==> config.mk <==
export PLATFORM = sky130hd
export DESIGN_NAME = cfg_trapdoor
export DESIGN_NICKNAME = d
export VERILOG_FILES = /design/src/rtl/cfg_trapdoor_pkg.sv /design/src/rtl/cfg_knock_fsm.sv /design/src/rtl/cfg_hidden_regs.sv /design/src/rtl/cfg_bus_steer.sv /design/src/rtl/cfg_trapdoor.sv
export SDC_FILE = /design/constraint.sdc
export NUM_CORES = 1
export LEC_CHECK = 0
export CELL_PAD_IN_SITES_DETAIL_PLACEMENT = 1
export CELL_PAD_IN_SITES_GLOBAL_PLACEMENT = 1
export CORE_MARGIN = 3
export CORE_UTILIZATION = 36
export CTS_CLUSTER_DIAMETER = 200
export DETAILED_ROUTE_END_ITERATION = 10
export PLACE_DENSITY = 0.83
export SLEW_MARGIN = 15
export SYNTH_ARGS = -nofsm -noshare
export SYNTH_HDL_FRONTEND = slang
export SYNTH_HIERARCHICAL = 1
export SYNTH_SLANG_ARGS = --single-unit
export TNS_END_PERCENT = 30
==> constraint.sdc <==
create_clock -name clk -period 5.2 [get_ports clk]
set_input_delay 1.04 -clock clk [delete_from_list [all_inputs] [get_ports clk]]
set_output_delay 1.04 -clock clk [all_outputs]
set_load 0.01 [all_outputs]
==> src/rtl/cfg_trapdoor_pkg.sv <==
package cfg_trapdoor_pkg;

    // Progress of the unlock pattern; KN_OPEN means configuration mode.
    typedef enum logic [1:0] {
        KN_IDLE = 2'd0,
        KN_ARM1 = 2'd1,
        KN_ARM2 = 2'd2,
        KN_OPEN = 2'd3
    } knock_st_e;

endpackage

==> src/rtl/cfg_knock_fsm.sv <==
module cfg_knock_fsm
    import cfg_trapdoor_pkg::*;
#(
    parameter int                ADDR_W       = 3,
    parameter int                REG_W        = 8,
    parameter int                KNOCK_RD_OFF = 1,
    parameter int                KNOCK_WR_OFF = 2,
    parameter logic [REG_W-1:0]  UNLOCK_VAL   = 8'h03,
    parameter logic [REG_W-1:0]  RELOCK_VAL   = 8'h83
) (
    input  logic              clk,
    input  logic              rst,
    input  logic [ADDR_W-1:0] hb_addr,
    input  logic              hb_wide,
    input  logic              hb_rd,
    input  logic              hb_wr,
    input  logic [REG_W-1:0]  wbyte,
    output logic              cfg_mode,
    output logic              swallow
);

    localparam logic [ADDR_W-1:0] RD_A = ADDR_W'(KNOCK_RD_OFF);
    localparam logic [ADDR_W-1:0] WR_A = ADDR_W'(KNOCK_WR_OFF);

    typedef struct packed {
        knock_st_e st;
    } fsm_s_t;

    fsm_s_t s_d, s_q;

    logic any_acc;
    logic knock_rd;
    logic unlock_wr;
    logic relock_wr;

    // A write strobe takes priority when both strobes are high.
    assign any_acc   = hb_rd | hb_wr;
    assign knock_rd  = hb_rd & ~hb_wr & hb_wide & (hb_addr == RD_A);
    assign unlock_wr = hb_wr & ~hb_wide & (hb_addr == WR_A) & (wbyte == UNLOCK_VAL);
    assign relock_wr = hb_wr & ~hb_wide & (hb_addr == WR_A) & (wbyte == RELOCK_VAL);

    always_comb begin
        s_d = s_q;
        if (rst) begin
            s_d.st = KN_IDLE;
        end else begin
            case (s_q.st)
                KN_IDLE: begin
                    if (knock_rd) s_d.st = KN_ARM1;
                end
                KN_ARM1: begin
                    if (knock_rd)     s_d.st = KN_ARM2;
                    else if (any_acc) s_d.st = KN_IDLE;
                end
                KN_ARM2: begin
                    if (unlock_wr)    s_d.st = KN_OPEN;
                    else if (any_acc) s_d.st = KN_IDLE;
                end
                KN_OPEN: begin
                    if (relock_wr) s_d.st = KN_IDLE;
                end
                default: s_d.st = KN_IDLE;
            endcase
        end
    end

    always_ff @(posedge clk) begin
        s_q <= s_d;
    end

    assign cfg_mode = (s_q.st == KN_OPEN);
    assign swallow  = (s_q.st == KN_ARM2) & unlock_wr;

endmodule

==> src/rtl/cfg_hidden_regs.sv <==
module cfg_hidden_regs #(
    parameter int          ADDR_W    = 3,
    parameter int          REG_W     = 8,
    parameter int          STRAP_OFF = 5,
    parameter int unsigned IMPL_MASK = 32'h0000_006B
) (
    input  logic                              clk,
    input  logic                              rst,
    input  logic                              strap_pin,
    input  logic                              wr_en,
    input  logic [ADDR_W-1:0]                 wr_addr,
    input  logic [REG_W-1:0]                  wbyte,
    output logic [(1<<ADDR_W)-1:0][REG_W-1:0] view
);

    localparam int N_OFF = 1 << ADDR_W;

    typedef struct packed {
        logic [N_OFF-1:0][REG_W-1:0] regs;
        logic                        strap;
    } hid_s_t;

    hid_s_t s_d, s_q;

    always_comb begin
        s_d = s_q;
        if (rst) begin
            s_d.regs  = '0;
            s_d.strap = strap_pin;
        end else if (wr_en) begin
            for (int i = 0; i < N_OFF; i++) begin
                if (IMPL_MASK[i] && (wr_addr == ADDR_W'(i))) begin
                    // Bit 0 of the strap register is not storage.
                    if (i == STRAP_OFF) s_d.regs[i] = {wbyte[REG_W-1:1], 1'b0};
                    else                s_d.regs[i] = wbyte;
                end
            end
        end
    end

    always_ff @(posedge clk) begin
        s_q <= s_d;
    end

    for (genvar g = 0; g < N_OFF; g++) begin : g_view
        if (g == STRAP_OFF) begin : g_strap
            assign view[g] = s_q.regs[g] | {{(REG_W-1){1'b0}}, s_q.strap};
        end else begin : g_plain
            // Unimplemented entries are never written and stay zero.
            assign view[g] = s_q.regs[g];
        end
    end

endmodule

==> src/rtl/cfg_bus_steer.sv <==
module cfg_bus_steer #(
    parameter int ADDR_W = 3,
    parameter int DATA_W = 16,
    parameter int REG_W  = 8
) (
    input  logic [ADDR_W-1:0]                 hb_addr,
    input  logic                              hb_rd,
    input  logic                              hb_wr,
    input  logic                              cfg_mode,
    input  logic                              swallow,
    input  logic [DATA_W-1:0]                 drv_rdata,
    input  logic [(1<<ADDR_W)-1:0][REG_W-1:0] view,
    output logic                              drv_rd,
    output logic                              drv_wr,
    output logic [DATA_W-1:0]                 hb_rdata
);

    localparam int PAD_W = DATA_W - REG_W;

    always_comb begin
        drv_rd   = hb_rd & ~hb_wr & ~cfg_mode;
        drv_wr   = hb_wr & ~cfg_mode & ~swallow;
        hb_rdata = cfg_mode ? {{PAD_W{1'b0}}, view[hb_addr]} : drv_rdata;
    end

endmodule

==> src/rtl/cfg_trapdoor.sv <==
module cfg_trapdoor
    import cfg_trapdoor_pkg::*;
#(
    parameter int               ADDR_W       = 3,
    parameter int               DATA_W       = 16,
    parameter int               REG_W        = 8,
    parameter int               KNOCK_RD_OFF = 1,
    parameter int               KNOCK_WR_OFF = 2,
    parameter int               RD_TIM_OFF   = 0,
    parameter int               WR_TIM_OFF   = 1,
    parameter int               CTRL_OFF     = 3,
    parameter int               STRAP_OFF    = 5,
    parameter int               MISC_OFF     = 6,
    parameter logic [REG_W-1:0] UNLOCK_VAL   = 8'h03,
    parameter logic [REG_W-1:0] RELOCK_VAL   = 8'h83
) (
    input  logic              clk,
    input  logic              rst,
    input  logic              strap_pin,
    input  logic [ADDR_W-1:0] hb_addr,
    input  logic              hb_wide,
    input  logic              hb_rd,
    input  logic              hb_wr,
    input  logic [DATA_W-1:0] hb_wdata,
    output logic [DATA_W-1:0] hb_rdata,
    output logic              drv_rd,
    output logic              drv_wr,
    input  logic [DATA_W-1:0] drv_rdata,
    output logic              cfg_mode,
    output logic [REG_W-1:0]  rd_timing,
    output logic [REG_W-1:0]  wr_timing,
    output logic [REG_W-1:0]  ctrl_reg,
    output logic [REG_W-1:0]  strap_reg,
    output logic [REG_W-1:0]  misc_reg
);

    localparam int          N_OFF     = 1 << ADDR_W;
    localparam int unsigned IMPL_MASK = (32'd1 << RD_TIM_OFF) | (32'd1 << WR_TIM_OFF)
                                      | (32'd1 << CTRL_OFF)   | (32'd1 << STRAP_OFF)
                                      | (32'd1 << MISC_OFF);

    logic [REG_W-1:0]            wbyte;
    logic                        swallow;
    logic                        hid_wr_en;
    logic [N_OFF-1:0][REG_W-1:0] view;
    logic                        wdata_hi_unused;

    assign wbyte           = hb_wdata[REG_W-1:0];
    assign wdata_hi_unused = ^hb_wdata[DATA_W-1:REG_W];
    assign hid_wr_en       = cfg_mode & hb_wr & ~hb_wide;

    cfg_knock_fsm #(
        .ADDR_W       (ADDR_W),
        .REG_W        (REG_W),
        .KNOCK_RD_OFF (KNOCK_RD_OFF),
        .KNOCK_WR_OFF (KNOCK_WR_OFF),
        .UNLOCK_VAL   (UNLOCK_VAL),
        .RELOCK_VAL   (RELOCK_VAL)
    ) i_knock (
        .clk      (clk),
        .rst      (rst),
        .hb_addr  (hb_addr),
        .hb_wide  (hb_wide),
        .hb_rd    (hb_rd),
        .hb_wr    (hb_wr),
        .wbyte    (wbyte),
        .cfg_mode (cfg_mode),
        .swallow  (swallow)
    );

    cfg_hidden_regs #(
        .ADDR_W    (ADDR_W),
        .REG_W     (REG_W),
        .STRAP_OFF (STRAP_OFF),
        .IMPL_MASK (IMPL_MASK)
    ) i_regs (
        .clk       (clk),
        .rst       (rst),
        .strap_pin (strap_pin),
        .wr_en     (hid_wr_en),
        .wr_addr   (hb_addr),
        .wbyte     (wbyte),
        .view      (view)
    );

    cfg_bus_steer #(
        .ADDR_W (ADDR_W),
        .DATA_W (DATA_W),
        .REG_W  (REG_W)
    ) i_steer (
        .hb_addr   (hb_addr),
        .hb_rd     (hb_rd),
        .hb_wr     (hb_wr),
        .cfg_mode  (cfg_mode),
        .swallow   (swallow),
        .drv_rdata (drv_rdata),
        .view      (view),
        .drv_rd    (drv_rd),
        .drv_wr    (drv_wr),
        .hb_rdata  (hb_rdata)
    );

    assign rd_timing = view[RD_TIM_OFF];
    assign wr_timing = view[WR_TIM_OFF];
    assign ctrl_reg  = view[CTRL_OFF];
    assign strap_reg = view[STRAP_OFF];
    assign misc_reg  = view[MISC_OFF];

endmodule

; ---- Yosys cells after proc, flatten, opt, wreduce, memory -nomap -nowiden
; Index checks and enable logic that the tools add are counted.
; Widths: inputs -> output; s select.
[word_totals]
rom_bits = 0
mem_count = 0
reg_bits = 42
input_bits = 41
latch_bits = 0
ramBits = 0
[op_classes]
add_sub_neg = 0
multipliers = 0
n_reduce_logical = 8
n_mux = 9
eq_ne = 12
bitwise_logic = 19
shift = 0
magnitude_cmp = 1
div = 0
[op_table]
columns = op, n
row1 = $bmux 8 s3, 1
row2 = $mux 16, 1
row3 = $and 1x1->1, 13
row4 = $reduce_and 2->1, 6
row5 = $mux 2, 5
row6 = $eq 8x2->1 const B, 1
row7 = $eq 8x8->1 const B, 1
row8 = $mux 8, 1
row9 = $or 8x1->8, 1
row10 = $pmux 2 s4, 1
row11 = $eq 3x2->1 const B, 2
row12 = $eq 3x3->1 const B, 2
row13 = $eq 2x2->1 const B, 2
row14 = $lt 3x4->1 const B, 1
row15 = $ne 2x1->1 const B, 2
row16 = $not 1->1, 4
row17 = $eq 3x1->1 const B, 1
row18 = $logic_not 3->1, 1
row19 = $eq 2x1->1 const B, 1
row20 = $logic_not 2->1, 1
row21 = $or 1x1->1, 1

; ---- Depth between registers and ports, before layout
[depth]
ltp_word = 7
depth_mapped = 5
depth_no_buf = 4

; ---- Modules after synthesis
; The synthesis kept the hierarchy.
[modules_own_cells]
columns = mod, area_per_inst_um2, seq_area_each_um2, n_inst, cells_per_inst
row1 = cfg_hidden_regs, 1793.0, 810.8, 1, 168
row2 = cfg_bus_steer, 760.7, 0.0, 1, 95
row3 = cfg_knock_fsm, 201.4, 40.0, 1, 22
row4 = cfg_trapdoor, 8.8, 0.0, 1, 1

; ---- Worst setup path before layout
; OpenSTA, ideal clock, no wires.
[synth_path]
kind = input -> output
start = input hb_addr[1]
end = output hb_rdata[0]
n_path_buf = 2
arrival_ns = 1.852
slack_ns = 2.308
cell_stages = 5
path_cell_list = buf_2 nor2b_1 buf_4 a22oi_1 a41o_1
[synth_via]
elab_chain_cells = 3
[synth_rtl]
columns = item, line
row1 = "start, declared", cfg_trapdoor.sv:20  ; input logic [ADDR_W-1:0] hb_addr,
row2 = $bmux 8 s3, cfg_bus_steer.sv:23  ; hb_rdata = cfg_mode ? {{PAD_W{1'b0}}, view[hb_addr]} : drv_rdata;
row3 = $mux 8 (implied by the code), cfg_bus_steer.sv:23
row4 = $mux 16, cfg_bus_steer.sv:23
row5 = "end, declared", cfg_trapdoor.sv:25  ; output logic [DATA_W-1:0] hb_rdata,
; Every way passes these cells. The select of a mux whose other input is x is not followed.

; ---- Final worst setup path
[layout_path]
start = input hb_addr[2]
end = output hb_rdata[6]
; The elaborated chain is that of the path after synthesis.

==> run metrics <==
row cnt=31; worst slew pin tran=1.01 ns; Crit Path Class=in -> out; Die Height=93.6 microns; RSZ-0062 raised after global routing=no; status=finished clean; Rel. slew slack=0.329; antenna violations before repair=0; max cap viols=0; worst vdd ir=112 uV; DIE AREA=8760 sq um; core area=7370 sq um; reg2reg end=i_regs/view[2]; worst slack, placed=0.921 ns; Layout Area Growth over Synthesis=34.5%; global-route wire length before repair=12600 microns; clock-pin slew on the worst setup and hold paths=0.08 ns; reg2reg path depth=4; post-route insts no fill=468; YS warnings=6; type of origin of the critical path=input port; Finished Cell Area=3720 sq um; Syn Std Cell Area=2760 sq um; Via density=4.91; initial detailed-routing violation count=92; CTS Buf Count=5; PnR worst setup slack=0.919 ns; CTS tree=done; Port Buffers=91; f_max=234 MHz; Fin Setup TNS=0 ns; global route overflow=0; Setup Buffers After CTS=0; Final Hold Vio Count=0; router iterations before antenna repair=4; Final Critical Period=4.28 ns; total power=0.699 mW; pwr dens=188 nW/um^2; Post-Synthesis Mean Instance Area=9.66 sq um; DRC violations left=0; Slew Limit Fails=0; post_cts resized=0; largest net degree at the start of global routing=32; CTS root buf=clkbuf_8; vias in the first global route=2410; Clock Latency Late Sink=0.29 ns; Seq cells post-synth=42; maximum clock insertion buffer count=2; Post-DP Area=3610 sq um; n_diodes=0; post-synthesis sequential area ratio=0.308; synthesized instance count=286; I/O pin total=100; Worst EP required=4.16 ns; WHS Endpoint=i_regs/view[4]; detail-routed net length per standard cell=17.3 microns; Hold Path Depth=2; fin nets=409; worst hold path type=reg -> reg; final setup fails=0; final wirelength=8080 microns; Initial Util=0.375; hold path startpoint=i_regs/view[4]; H-tree depth=2; Hold Slack=0.497 ns; worst r2r src=i_knock/s_q[0]; Setup crit end kind=primary output; Distinct cells, synth=35; post-route ant nets=0; Finished Core Util=0.504; placed insts=460; hpwl dp=6030 microns; worst-path fanout max=13; Placer Congestion=0.781; die width=93.6 microns; hold-fix buffers at CTS=0; reg2reg setup slack=2.35 ns; arrival time at the worst endpoint=3.24 ns; final setup skew=0.00208 ns; CTS sink count=42; gr usage total=0.184; static leakage=1.62 nW; via count=2300; crit share post-route=0.823; share of layout cells above drive strength 1=0.0488
==> logic make-up (layout without fill, tap and decap cells) <==
kind of cell           count (synthesis)  count (layout)  synth area share
other                                  1              24           0.00136
AO/OA/AOI/OAI                         28              28            0.0869
buffers and inverters                 45             105             0.112
flip-flops                            42              42             0.308
AND/OR/NAND/NOR                      105             105             0.256
multiplexers                          65              65             0.235
==> worst max-delay path by stage <==
stage,start,end,slack (ns),cells past startpoint
detailed placement,hb_addr[2],hb_rdata[6],0.92,5
finish,hb_addr[2],hb_rdata[6],0.92,5
floorplan,hb_addr[1],hb_rdata[0],2.31,5
global route,hb_addr[1],hb_rdata[0],0.79,6
CTS,hb_addr[1],hb_rdata[6],0.90,6
global placement,hb_addr[2],hb_rdata[1],0.93,5
==> cell usage in the layout, fill, tap and decap left out, types with 2 or more instances in the layout <==
cell              n
a22oi_1           8
mux2i_1          65
nand4bb_1         2
and2b_1           3
nand3_1           8
clkdlybuf4s50_1  90
a41o_1            8
and4bb_2          2
a211o_1           8
nor3b_1           3
clkbuf_8          5
nor2b_1          23
clkbuf_1          2
conb_1           24
a21oi_1           2
nand2b_1         49
nand4b_1          3
buf_4             5
dfxtp_1          41
nor3_1            2
==> area by class of cell <==
cell class              instances  area, sq um
well taps                      99          124
clock buffers                   7         76.3
clock inverters                 1         30.0
fillers                       851         3650
multi-input cells             222         1690
flip-flops and latches         42          851
inverters                       1         3.75
repair buffers                 96          943
==> state kept, by name (all words and copies together) (netlist names) <==
name	cells
i_knock/s_q	2
i_regs/s_q	8
i_regs/view	32
==> report_power, final <==
| group | internal [mW] | leakage (nW) | switching, mW |
|---|---|---|---|
| Clock | 0.144 | 0.0524 | 0.113 |
| Sequential | 0.323 | 0.340 | 0.000459 |
| Combinational | 0.0638 | 1.23 | 0.0544 |
==> cell usage after synthesis <==
cell type / n / share of area
a211o_1: 8 / 0.025
a211oi_1: 1 / 0.0027
a211oi_2: 1 / 0.0045
a21oi_1: 2 / 0.0036
a22oi_1: 8 / 0.022
a41o_1: 8 / 0.029
and2_1: 1 / 0.0023
and2b_1: 3 / 0.0081
and3b_1: 1 / 0.0032
and4b_1: 1 / 0.0036
and4bb_1: 1 / 0.0045
and4bb_2: 2 / 0.0091
buf_12: 1 / 0.0072
buf_2: 4 / 0.0072
buf_4: 28 / 0.076
buf_6: 2 / 0.0081
clkbuf_1: 9 / 0.012
conb_1: 1 / 0.0014
dfxtp_1: 41 / 0.30
edfxtp_1: 1 / 0.011
inv_1: 1 / 0.0014
mux2i_1: 65 / 0.24
nand2b_1: 49 / 0.11
nand3_1: 8 / 0.014
nand3_2: 1 / 0.0036
nand4b_1: 3 / 0.0095
nand4bb_1: 2 / 0.0081
nor2_1: 1 / 0.0014
nor2_2: 1 / 0.0023
nor2b_1: 23 / 0.052
nor3_1: 2 / 0.0036
nor3b_1: 3 / 0.0081
nor4_2: 1 / 0.0045
nor4b_1: 1 / 0.0032
or4b_1: 1 / 0.0036
==> routing by layer <==
layer / part of all wire / vias to the layer above / global-route usage
met3: 0.035 / 4 / 0.0306
met5: 0 / - / 0
met2: 0.47 / 57 / 0.305
li1: - / 1124 / -
met1: 0.49 / 1115 / 0.253
met4: 0.0057 / 0 / 0.0325
==> worst max-delay path, cell delays in order <==
cell             delay, ns
clkdlybuf4s50_1       0.75
nand2b_1              0.33
a211o_1               0.35
a41o_1                0.26
clkdlybuf4s50_1       0.50
Power figures use the tool's default switching activity.
